### src/rtl/dacc_pkg.sv
package dacc_pkg;
    localparam int OP_W    = 4;
    localparam int PSEL_W  = 2;
    localparam int NUM_ACC = 2;
    localparam int FLAG_W  = 6;

    typedef enum logic [OP_W-1:0] {
        OP_NOP  = 4'd0,  OP_OR   = 4'd1,  OP_AND  = 4'd2,  OP_XOR  = 4'd3,
        OP_SUB  = 4'd4,  OP_ADD  = 4'd5,  OP_SBB  = 4'd6,  OP_ADC  = 4'd7,
        OP_DEC  = 4'd8,  OP_INC  = 4'd9,  OP_NOT  = 4'd10, OP_SHR1 = 4'd11,
        OP_SHL1 = 4'd12, OP_SHL2 = 4'd13, OP_SHL4 = 4'd14, OP_SWAP = 4'd15
    } alu_op_e;

    typedef enum logic [PSEL_W-1:0] {
        PSRC_RAM = 2'd0,
        PSRC_BUS = 2'd1,
        PSRC_MHI = 2'd2,
        PSRC_MLO = 2'd3
    } psrc_e;

    typedef struct packed {
        logic s1;
        logic s0;
        logic c;
        logic z;
        logic ov1;
        logic ov0;
    } acc_flags_t;
endpackage

### src/rtl/dacc_p_mux.sv
module dacc_p_mux
    import dacc_pkg::*;
#(
    parameter int DATA_W = 16
) (
    input  psrc_e             sel,
    input  logic [DATA_W-1:0] ram_word,
    input  logic [DATA_W-1:0] bus_word,
    input  logic [DATA_W-1:0] mul_hi,
    input  logic [DATA_W-1:0] mul_lo,
    output logic [DATA_W-1:0] p_word
);
    always_comb begin
        unique case (sel)
            PSRC_RAM: p_word = ram_word;
            PSRC_BUS: p_word = bus_word;
            PSRC_MHI: p_word = mul_hi;
            PSRC_MLO: p_word = mul_lo;
        endcase
    end
endmodule

### src/rtl/dacc_alu_core.sv
module dacc_alu_core
    import dacc_pkg::*;
#(
    parameter int DATA_W = 16
) (
    input  alu_op_e           op,
    input  logic [DATA_W-1:0] q,
    input  logic [DATA_W-1:0] p,
    input  logic              cin,
    input  acc_flags_t        f_in,
    output logic [DATA_W-1:0] r,
    output acc_flags_t        f_out
);
    localparam int MSB  = DATA_W - 1;
    localparam int HALF = DATA_W / 2;

    logic [DATA_W-1:0] p_eff;
    logic              cin_eff;
    logic [DATA_W:0]   add_w;
    logic [DATA_W:0]   sub_w;
    logic              is_add, is_sub;
    logic              ov_now;

    always_comb begin
        is_add  = (op == OP_ADD) || (op == OP_ADC) || (op == OP_INC);
        is_sub  = (op == OP_SUB) || (op == OP_SBB) || (op == OP_DEC);
        p_eff   = ((op == OP_INC) || (op == OP_DEC)) ? DATA_W'(1) : p;
        cin_eff = ((op == OP_ADC) || (op == OP_SBB)) ? cin : 1'b0;
        add_w   = {1'b0, q} + {1'b0, p_eff} + {{DATA_W{1'b0}}, cin_eff};
        sub_w   = {1'b0, q} - {1'b0, p_eff} - {{DATA_W{1'b0}}, cin_eff};
    end

    always_comb begin
        unique case (op)
            OP_NOP:  r = q;
            OP_OR:   r = q | p;
            OP_AND:  r = q & p;
            OP_XOR:  r = q ^ p;
            OP_SUB,
            OP_SBB,
            OP_DEC:  r = sub_w[DATA_W-1:0];
            OP_ADD,
            OP_ADC,
            OP_INC:  r = add_w[DATA_W-1:0];
            OP_NOT:  r = ~q;
            OP_SHR1: r = {q[MSB], q[MSB:1]};
            OP_SHL1: r = {q[MSB-1:0], cin};
            OP_SHL2: r = q << 2;
            OP_SHL4: r = q << 4;
            OP_SWAP: r = {q[HALF-1:0], q[DATA_W-1:HALF]};
        endcase
    end

    always_comb begin
        ov_now = 1'b0;
        if (is_add)
            ov_now = (q[MSB] == p_eff[MSB]) && (r[MSB] != q[MSB]);
        else if (is_sub)
            ov_now = (q[MSB] != p_eff[MSB]) && (r[MSB] != q[MSB]);
    end

    always_comb begin
        f_out    = f_in;
        f_out.s0 = r[MSB];
        f_out.z  = (r == '0);
        if (is_add || is_sub) begin
            f_out.c   = is_add ? add_w[DATA_W] : sub_w[DATA_W];
            f_out.ov0 = ov_now;
            if (ov_now) begin
                f_out.s1  = f_in.ov1 ^ ~r[MSB];
                f_out.ov1 = ~f_in.ov1;
            end
        end else if (op == OP_SHR1) begin
            f_out.c   = q[0];
            f_out.ov0 = 1'b0;
            f_out.ov1 = 1'b0;
        end else if (op == OP_SHL1) begin
            f_out.c   = q[MSB];
            f_out.ov0 = 1'b0;
            f_out.ov1 = 1'b0;
        end else if (op != OP_NOP) begin
            f_out.c   = 1'b0;
            f_out.ov0 = 1'b0;
            f_out.ov1 = 1'b0;
        end
    end
endmodule

### src/rtl/dacc_acc_bank.sv
module dacc_acc_bank
    import dacc_pkg::*;
#(
    parameter int DATA_W = 16
) (
    input  logic                             clk,
    input  logic                             rst_n,
    input  logic [NUM_ACC-1:0]               wr_en,
    input  logic [DATA_W-1:0]                wr_val,
    input  acc_flags_t                       wr_flags,
    output logic [NUM_ACC-1:0][DATA_W-1:0]   acc_q,
    output acc_flags_t [NUM_ACC-1:0]         flags_q
);
    for (genvar g = 0; g < NUM_ACC; g++) begin : g_acc
        always_ff @(posedge clk) begin
            if (!rst_n) begin
                acc_q[g]   <= '0;
                flags_q[g] <= '0;
            end else if (wr_en[g]) begin
                acc_q[g]   <= wr_val;
                flags_q[g] <= wr_flags;
            end
        end
    end
endmodule

### src/rtl/dsp_dual_acc_alu.sv
module dsp_dual_acc_alu
    import dacc_pkg::*;
#(
    parameter int DATA_W = 16
) (
    input  logic              clk,
    input  logic              rst_n,
    input  logic              op_valid,
    input  logic              acc_sel,
    input  logic [1:0]        p_sel,
    input  logic [3:0]        opcode,
    input  logic [DATA_W-1:0] ram_word,
    input  logic [DATA_W-1:0] bus_word,
    input  logic [DATA_W-1:0] mul_hi,
    input  logic [DATA_W-1:0] mul_lo,
    output logic [DATA_W-1:0] acc_a,
    output logic [DATA_W-1:0] acc_b,
    output logic [5:0]        flags_a,
    output logic [5:0]        flags_b
);
    logic [NUM_ACC-1:0][DATA_W-1:0] acc_q;
    acc_flags_t [NUM_ACC-1:0]       flg_q;
    logic [DATA_W-1:0]              p_word, q_word, r_word;
    acc_flags_t                     f_next;
    alu_op_e                        op;
    logic                           do_exec;
    logic [NUM_ACC-1:0]             wr_en;

    assign op      = alu_op_e'(opcode);
    assign q_word  = acc_q[acc_sel];
    assign do_exec = op_valid && (op != OP_NOP);
    assign wr_en   = {do_exec && acc_sel, do_exec && !acc_sel};

    dacc_p_mux #(.DATA_W(DATA_W)) u_pmux (
        .sel      (psrc_e'(p_sel)),
        .ram_word (ram_word),
        .bus_word (bus_word),
        .mul_hi   (mul_hi),
        .mul_lo   (mul_lo),
        .p_word   (p_word)
    );

    dacc_alu_core #(.DATA_W(DATA_W)) u_core (
        .op    (op),
        .q     (q_word),
        .p     (p_word),
        .cin   (flg_q[~acc_sel].c),
        .f_in  (flg_q[acc_sel]),
        .r     (r_word),
        .f_out (f_next)
    );

    dacc_acc_bank #(.DATA_W(DATA_W)) u_bank (
        .clk      (clk),
        .rst_n    (rst_n),
        .wr_en    (wr_en),
        .wr_val   (r_word),
        .wr_flags (f_next),
        .acc_q    (acc_q),
        .flags_q  (flg_q)
    );

    assign acc_a   = acc_q[0];
    assign acc_b   = acc_q[1];
    assign flags_a = flg_q[0];
    assign flags_b = flg_q[1];
endmodule

### config.mk
export PLATFORM = sky130hd
export DESIGN_NAME = dsp_dual_acc_alu
export DESIGN_NICKNAME = d
export VERILOG_FILES = /design/src/rtl/dacc_pkg.sv /design/src/rtl/dacc_p_mux.sv /design/src/rtl/dacc_alu_core.sv /design/src/rtl/dacc_acc_bank.sv /design/src/rtl/dsp_dual_acc_alu.sv
export SDC_FILE = /design/constraint.sdc
export NUM_CORES = 1
export LEC_CHECK = 0
export ABC_AREA = 1
export CORE_MARGIN = 2
export CORE_UTILIZATION = 30
export CTS_CLUSTER_SIZE = 14
export DETAILED_ROUTE_END_ITERATION = 12
export SKIP_LAST_GASP = 1
export SYNTH_ARGS = -nofsm -noshare
export SYNTH_HDL_FRONTEND = slang
export SYNTH_SLANG_ARGS = --single-unit
### constraint.sdc
create_clock -name clk -period 4.3 [get_ports clk]
set_clock_uncertainty 0.05 [all_clocks]
set_input_delay 0.43 -clock clk [delete_from_list [all_inputs] [get_ports clk]]
set_output_delay 0.43 -clock clk [all_outputs]
set_load 0.005 [all_outputs]
# Yosys cells after proc, flatten, opt, wreduce, memory -nomap -nowiden
# Index checks and enable logic that the tools add are counted.
# op_classes
addsub,4
magnitude_cmp,2
n_eq_ne,21
n_mux,24
n_bitwise,8
reduce_logical,19
# op_table
op,n
16-bit one-hot mux with 12 select lines,1
16-bit one-hot mux with 4 select lines,1
16-bit two-way mux,3
"4-bit equality test, second input constant",8
16-bit by 16-bit adder with 17-bit output,1
17-bit by 1-bit adder with 17-bit output,1
16-bit by 16-bit subtractor with 17-bit output,1
17-bit by 1-bit subtractor with 17-bit output,1
16-bit AND,1
"4-bit by 3-bit equality test with 1-bit output, second input constant",4
16-bit logical NOT,1
16-bit NOT,1
16-bit bitwise OR,1
16-bit XOR,1
6-bit two-way mux,2
1-bit two-way mux,11
"4-bit by 2-bit equality test with 1-bit output, second input constant",2
2-bit two-way mux,4
4-bit two-way mux,2
1-bit logical OR,7
3-bit OR reduction,2
1-bit logical AND,5
"2-bit equality test, second input constant",2
"4-bit by 1-bit equality test with 1-bit output, second input constant",1
other kinds (10),14
# word_totals
regBits,44
inputBits,74
output_inout_bits,44

# Logic depth before layout (Yosys ltp)
# Gate-level depths: netlist (run 1).
# depth
depth_word,12
depth_mapped,29
ltp_nobuf,29

# By module
# Synthesis (run 1) repeated with hierarchy kept, for this count alone.
# hier_totals
hier_cells,1305
hier_area_um2,7238.2
# by_module_without_submodules
mod,instances,cells_each,area_per_inst_um2,seq_area_each_um2
dacc_alu_core,1,874,4556.9,0.0
dacc_acc_bank,1,257,1774.2,880.8
dacc_p_mux,1,94,524.3,0.0
dsp_dual_acc_alu,1,80,382.9,0.0

# Worst setup path before layout (run 1)
# OpenSTA, ideal clock, no wires.
# synth_timing
path_kind,input to register
startpoint,input port p_sel[1]
endpoint,register u_bank.flags_q[5] (netlist name)
setup_time_ps,109
t_arrival_ps,3345
required_ps,4141
setup_slack_ps,796
path_stages,26
path_buffers,1
cell_sequence,inv_1 > nor2_1 > clkbuf_1 > a221oi_1 > nand2_1 > o21ai_0 > nor2_1 > ha_1 > inv_1 > ha_1 > nand2_1 > inv_1 > a21oi_1 > nor2_1 > nor2_1 > nand2_1 > nand2_1 > nand3_1 > nand2_2 > nand2_2 > nand2_2 > nand2_2 > nand2_1 > nand3_1 > nand2_1 > inv_1
# synth_between
elab_chain_cells,12
# synth_lines
element,line,rtl
start: declaration,dsp_dual_acc_alu.sv:10,"input logic [1:0] p_sel,"
2-bit equality test (tied with other cells),dacc_p_mux.sv:14,unique case (sel)
16-bit one-hot mux with 4 select lines *,dacc_p_mux.sv:14,
16-bit two-way mux,dacc_alu_core.sv:27,p_eff = ((op == OP_INC) || (op == OP_DEC)) ? DATA_W'(1) : p;
16-bit by 16-bit adder with 17-bit output / 16-bit by 16-bit subtractor with 17-bit output (equally long branches),"dacc_alu_core.sv:29, dacc_alu_core.sv:30",
17-bit by 1-bit adder with 17-bit output / 17-bit by 1-bit subtractor with 17-bit output (equally long branches),"dacc_alu_core.sv:29, dacc_alu_core.sv:30",
16-bit one-hot mux with 12 select lines,dacc_alu_core.sv:34,unique case (op)
1-bit inequality test,"dacc_alu_core.sv:57, dacc_alu_core.sv:59",
1-bit logical AND,dacc_alu_core.sv:59,ov_now = (q[MSB] != p_eff[MSB]) && (r[MSB] != q[MSB]);
1-bit two-way mux,dacc_alu_core.sv:58,else if (is_sub)
1-bit two-way mux,dacc_alu_core.sv:56,if (is_add)
1-bit two-way mux *,dacc_alu_core.sv:69,if (ov_now) begin
1-bit two-way mux *,dacc_alu_core.sv:66,if (is_add || is_sub) begin
end signal: indexed assignment,dacc_acc_bank.sv:21,flags_q[g] <= wr_flags;
end: declaration,dacc_acc_bank.sv:12,output acc_flags_t [NUM_ACC-1:0] flags_q
# Mark *: on every way between the ends. The rest lies on a longest branch, timed or not.
# A chain may end at the register's enable or synchronous reset.

# Worst setup path after layout (run 1)
# layout_timing
startpoint,input port p_sel[0]
endpoint,register u_bank.flags_q[2] (netlist name)
# layout_between
elab_chain_cells,7
# layout_lines
element,line,rtl
2-bit equality test (tied with other cells),dacc_p_mux.sv:14,
16-bit one-hot mux with 4 select lines *,dacc_p_mux.sv:14,
16-bit two-way mux,dacc_alu_core.sv:27,
16-bit by 16-bit adder with 17-bit output / 16-bit by 16-bit subtractor with 17-bit output (equally long branches),"dacc_alu_core.sv:29, dacc_alu_core.sv:30",
17-bit by 1-bit adder with 17-bit output / 17-bit by 1-bit subtractor with 17-bit output (equally long branches),"dacc_alu_core.sv:29, dacc_alu_core.sv:30",
16-bit one-hot mux with 12 select lines *,dacc_alu_core.sv:34,
16-bit logical NOT *,dacc_alu_core.sv:65,f_out.z = (r == '0);
# Marks and branches as above.

==> results of run 1 <==
[final cells by class]
type | count | area share [%]
clock inverter | 3 | 0.7334
multi-input combinational | 912 | 51.98
clock buffer | 5 | 1.334
sequential | 42 | 8.961
inverter | 188 | 7.521
timing repair buffer | 281 | 25.74
tap | 280 | 3.734
[flip-flops by register name (all words and copies together) (netlist names)]
| register | cells |
|---|---|
| u_bank.acc_q | 30 |
| u_bank.flags_q | 12 |
[per-stage QoR]
| step | utilization, % | setup TNS [ns] | std cells | instance area [µm²] | hold WS [ns] |
|---|---|---|---|---|---|
| floorplan | - | 0 | 1178 | 6545 | 0.4159 |
| finish | 43.40 | 0 | 1711 | 9383 | 0.4450 |
| global route | 43.40 | -0.02407 | 1711 | 9383 | 0.4817 |
| detailed placement | 42.18 | -0.4724 | 1702 | 9120 | 0.4410 |
| CTS | 43.08 | 0 | 1710 | 9314 | 0.4508 |
| global placement | 42.18 | -0.04614 | 1702 | 9120 | 0.4294 |
[kinds of logic (layout without fill, tap and decap cells)]
kind of cell	count (synthesis)	after routing	synth area share, %
flops	42	42	12.85
fa+ha+maj	79	79	15.56
buf+inv	224	477	13.74
compound gates	200	200	17.59
simple gates	633	633	40.26
[final timing paths]
kind	startpoint	end	slack (ns)	cells after the start
worst max-delay path	p_sel[0]	u_bank.flags_q[2]	0.32	24
worst min-delay path	u_bank.acc_q[16]	u_bank.acc_q[16]	0.44	2
worst max register to register	u_bank.flags_q[3]	u_bank.flags_q[2]	0.95	19
worst min register to register	u_bank.acc_q[16]	u_bank.acc_q[16]	0.44	2
[power groups by stage]
stage | Sequential (W) | Clock [W] | Combinational [W]
after floorplan | 0.000448 | 0 | 0.000784
after global placement | 0.000455 | 0 | 0.00156
after detailed placement | 0.000454 | 0 | 0.00156
after CTS | 0.000446 | 0.000502 | 0.00157
after global routing | 0.000450 | 0.000515 | 0.00178
final | 0.000446 | 0.000495 | 0.00162
[layer usage]
layer,global-route usage (%),wire length [µm],vias to the layer above,part of all wire (%)
li1,-,-,4266,-
met1,36.41,13520,3921,45
met2,41.73,12850,366,43
met3,2.934,2088,75,7.0
met4,10.83,1336,0,4.5
met5,0,0,-,0
[critical path, stage by stage]
cell and delay [ns]:
clkdlybuf4s50_1 0.51, buf_4 0.14, inv_1 0.05, buf_4 0.15, o21ai_0 0.14, nand3_1 0.10, o21a_1 0.15, inv_1 0.10
nor2_1 0.06, ha_1 0.33, inv_1 0.08, ha_1 0.35, nand2_2 0.14, inv_1 0.06, a21oi_2 0.12, nand2_2 0.11
or2_0 0.22, nand2_1 0.08, nand4_1 0.20, nor2_1 0.17, nand2_1 0.06, nor2_1 0.13, nand3_1 0.13, a21oi_1 0.14
[cell usage after synthesis (2+ instances only)]
library cell and number:
dfxtp_1 42, o21ai_2 6, o21a_1 8, o21bai_1 5
o2111ai_1 6, ha_1 75, buf_6 4, buf_4 4
clkbuf_1 16, inv_2 12, nand3_1 82, o211ai_1 3
a21oi_2 2, buf_2 11, o21ai_1 6, and2_1 2
o21ai_0 77, nor2_1 125, inv_1 175, a21oi_1 72
nand2_1 367, nand3b_1 6, nor2_2 4, nand4_1 25
a221oi_1 9, nor3_1 6, fa_1 4, nand2_2 12
[timing repair]
item	in CTS	in global routing
gates resized for setup	0	19
endpoints found under the setup margin	0	11
buffers inserted	0	1
==> flow_summary.toml, run 1 <==
[synth]
synth_area_leaders = "nand2_1, ha_1, dfxtp_1"
synth.top_cell.area_share_pct = 21.05
synth_top_cell_by_area = "nand2_1"
avgSynthCellArea_um2 = 5.556
yosys_warnings = 0
ys_seq_elements = 42
synth_nets = 1331
synth_edf_count = 0
async_flop_share_pct = 0
synth_seq_area_share_pct = 12.85
syn_area_um2 = 6545
ys_types = 40
synth_cells = 1178
synthFlopType = "dfxtp_1"

[floorplanning]
die_x_um = 151.7
die_h_um = 151.7
core_area_um2 = 21620
io_pins = 118
rows = 54
die_area_um2 = 23010
start_util_pct = 30.27

[worst_hold_path]
worstHoldPathType = "reg -> reg"

[clocking]
worstSkewPairLatency_ns = 0.29
postCtsHoldBufs = 0
path_clk_slew_ns = 0.06
tritoncts = "done"
ctsHtreeMaxLevel = 2
clockBufferDepth = 2
root_buffer = "clkbuf_16"
cts_buffers = 5
clock_sinks = 42

[placed_design]
numPortBuffers = 117
dp.final_hpwl_um = 24510
dpl_worst_slack_ns = -0.1062
place_congestion = 1.031

[timing]
hold_violations = 0
maxSlewViolCount = 0
fin_crit_sh_pct = 92.45
finalCriticalPeriod_ns = 3.975
setup_viol_count_final = 0
maxSlewHeadroom_pct = 35.02
fin_ws_ns = 0.3245
fmax_mhz = 251.5
worst_pin_slew_ns = 0.9711

[pwr]
internal-power_w = 0.001474
p_per_area_nw_per_um2 = 273.0
power.share.sequential_pct = 17.4
power.share.switching_pct = 42.46
leakage_nw = 4.751
ir_drop_v = 0.0002650
p_switching_w = 0.001088
p_total_w = 0.002561
combPwrFrac_pct = 63.3
power_frac_clock_pct = 19.3

[finish]
layout_common_cells = "nand2_1, inv_1, buf_4, nor2_1, clkdlybuf4s50_1"
nets = 1583
syn_to_final_growth_pct = 43.36
final-seq-area_um2 = 840.8
final_common_cell = "nand2_1"
multi_input_area_um2 = 4877
n_fill_cell = 2359
drive_gt1_share_pct = 15.93
diodes = 0

[worst_setup_path]
startpoint_type = "input pin"
worstSetupPathType = "in -> reg"
required_ns = 4.48
path_max_fanout = 5
cp.arrival_ns = 4.15
endpoint_kind = "flip-flop"

[grt]
antenna_found_initial = 0
grt_pass1_wl_um = 46090
grt_util_all_layers_pct = 26.38
grt_pass1_vias = 8209
grt_max_degree = 33
overflow = 0

[status]
status = "finished clean"

[routing]
wl_per_cell_um = 17.41
num_vias = 8628
drtIter0Drc = 726
wl_um = 29800
drt-pass1-iter-count = 5
drc = 0
detail-route-antenna-nets = 0
viasPerCell = 5.043

[run]
max_cap_viol_count = 0
Note: power is estimated with default switching activity, not from simulation.
==> run 2: changes to the inputs <==
SETUP_SLACK_MARGIN = 0.02   (was not set)
==> run 2 against run 1 <==
  * Hold slack barely moved
  * Die area did not move
  * First-iteration DRC count fell by 1.1%
  * Register-to-register slack improved by 0.02 ns
  * Sequential share of layout area barely moved
  * Final area barely moved
  * Clock power barely moved
  * Sequential power barely moved
  * Total power barely moved
  * Critical endpoint unchanged
==> flow_summary.toml, run 2 (same netlist as run 1, synthesis figures left out) <==
[finish]
final_common_cell = "nand2_1"
regMostFlops = "u_bank.acc_q"
nets = 1583
syn_to_final_growth_pct = 43.40
diodes = 0
reg_top3 = "u_bank.acc_q x30, u_bank.flags_q x12"
largest_reg_flops = 30
stdcell_area_um2 = 9385
drive_gt1_share_pct = 16.00
layout_common_cells = "nand2_1, inv_1, buf_4, nor2_1, clkdlybuf4s50_1"

[status]
status = "finished clean"

[routing]
wl_um = 29780
dr_wl_met3_um = 2075
drc = 0
num_vias = 8625
met1_length_um = 13540
drt-pass1-iter-count = 5
top_layer = "met4"
viasPerCell = 5.041
wl_per_cell_um = 17.40
wl_met2_um = 12810
detail-route-antenna-nets = 0
drtIter0Drc = 718

[placed_design]
post_dp_cell_area_um2 = 9120
numPortBuffers = 117
place_congestion = 1.031
dp.final_hpwl_um = 24510

[timing]
hold_violations = 0
fin_crit_sh_pct = 92.02
fmax_mhz = 252.7
holdWs_ns = 0.4451
setup_viol_count_final = 0
maxSlewHeadroom_pct = 30.59
rsz0062_at_grt = "yes"
timing.setup.tns_ns = 0
maxSlewViolCount = 0
finalCriticalPeriod_ns = 3.957
worst_pin_slew_ns = 1.037

[worst_hold_path]
min_path_cells = 2
worstHoldPathType = "reg -> reg"
holdPathEnd = "u_bank.acc_q[16]"
hold_start = "u_bank.acc_q[16]"

[floorplanning]
die_area_um2 = 23010
start_util_pct = 30.27
die_x_um = 151.7
core_area_um2 = 21620
io_pins = 118
die_h_um = 151.7
rows = 54

[worst_setup_path]
critPathMaxStageDelay_ns = 0.51
cp_top_family = "simple AND/OR/NAND/NOR gates"
startpoint_type = "input pin"
worstSetupPathType = "in -> reg"
cp.arrival_ns = 4.13
endpoint_kind = "flip-flop"
worst_r2r_endpoint = "u_bank.flags_q[2]"
r2r-start = "u_bank.flags_q[3]"
rrSetupSlack_ns = 0.97
required_ns = 4.48
path_max_fanout = 5
slowest_stage = "clkdlybuf4s50_1"
ff2ff_path_depth = 19
critPathMostFrequentCell = "inv_1"
cp_cell_sequence = "clkdlybuf4s50_1 -> buf_4 -> inv_1 -> buf_4 -> o21ai_0 -> nand3_1 -> o21a_1 -> inv_1 -> nor2_2 -> ha_1 -> inv_1 -> ha_1 -> nand2_2 -> inv_1 -> a21oi_2 -> nand2_2 -> or2_0 -> nand2_1 -> nand4_1 -> nor2_1 -> nand2_1 -> nor2_1 -> nand3_1 -> a21oi_1"
critPathBufInv = 7

[clocking]
postCtsHoldBufs = 0
worstSkewPairLatency_ns = 0.29
cts_buffers = 5
tritoncts = "done"
root_buffer = "clkbuf_16"
clock_sinks = 42
ctsHtreeMaxLevel = 2
clockBufferDepth = 2
path_clk_slew_ns = 0.06

[pwr]
p_total_w = 0.002560
combPwrFrac_pct = 63.2
p_per_area_nw_per_um2 = 272.7
ir_drop_v = 0.0002649
leakage_nw = 4.751
power_frac_clock_pct = 19.4
power.share.switching_pct = 42.42
power.share.sequential_pct = 17.4
p_switching_w = 0.001086
internal-power_w = 0.001474

[grt]
grt_pass1_wl_um = 46090
overflow = 0
grt_max_degree = 33
grt_pass1_vias = 8209
antenna_found_initial = 0
grt_util_all_layers_pct = 26.38

[run]
max_cap_viol_count = 0
-- run 2: power groups by stage --
stage / Clock [W] / Combinational (W) / Sequential (W)
after floorplan: 0 / 0.000784 / 0.000448
after global placement: 0 / 0.00156 / 0.000455
after detailed placement: 0 / 0.00156 / 0.000454
after CTS: 0.000502 / 0.00157 / 0.000446
after global routing: 0.000515 / 0.00178 / 0.000450
final: 0.000495 / 0.00162 / 0.000445
-- run 2: through the flow --
step / util (%) / instances / setup WS [ns]
floorplan: - / 1178 / 0.7960
global placement: 42.18 / 1702 / -0.02559
global route: 43.41 / 1711 / -0.01890
finish: 43.41 / 1711 / 0.3432
detailed placement: 42.18 / 1702 / -0.1062
CTS: 43.08 / 1710 / 0.1812
-- run 2: how the worst max path moves through the flow --
stage,start,to,slack [ns],depth (start not counted)
2_1_floorplan,p_sel[1],u_bank.flags_q[5],0.80,26
3_3_place_gp,p_sel[0],u_bank.flags_q[2],-0.03,25
3_5_place_dp,p_sel[1],u_bank.flags_q[8],-0.11,22
4_1_cts,p_sel[0],u_bank.flags_q[2],0.18,22
5_1_grt,p_sel[1],u_bank.flags_q[2],-0.02,27
6_report,p_sel[0],u_bank.flags_q[2],0.34,24
-- run 2: timing repair --
| item | CTS | global route |
|---|---|---|
| setup buffers | 0 | 1 |
| setup endpoints to repair | 0 | 12 |
| hold endpoints to repair | 0 | 0 |
| gates resized for setup | 0 | 20 |
-- run 2: area by class of cell --
| cell class | count | area (µm²) |
|---|---|---|
| flip-flops and latches | 42 | 840.8 |
| inverters | 188 | 705.7 |
| repair buffers | 281 | 2415 |
| well taps | 280 | 350.3 |
| fillers | 2358 | 12240 |
| clock buffers | 5 | 125.1 |
| clock inverters | 3 | 68.82 |
| multi-input cells | 912 | 4880 |
-- run 2: routing by layer --
metal  GRT usage (%)  up-vias
met3           2.934       77
li1                -     4266
met5               0        -
met1           36.41     3911
met4           10.83        0
met2           41.73      371
-- run 2: tightest hold or removal path: stages, from the launching register on --
cell	delay [ns]
dfxtp_1	0.31
inv_1	0.07
a211oi_1	0.06
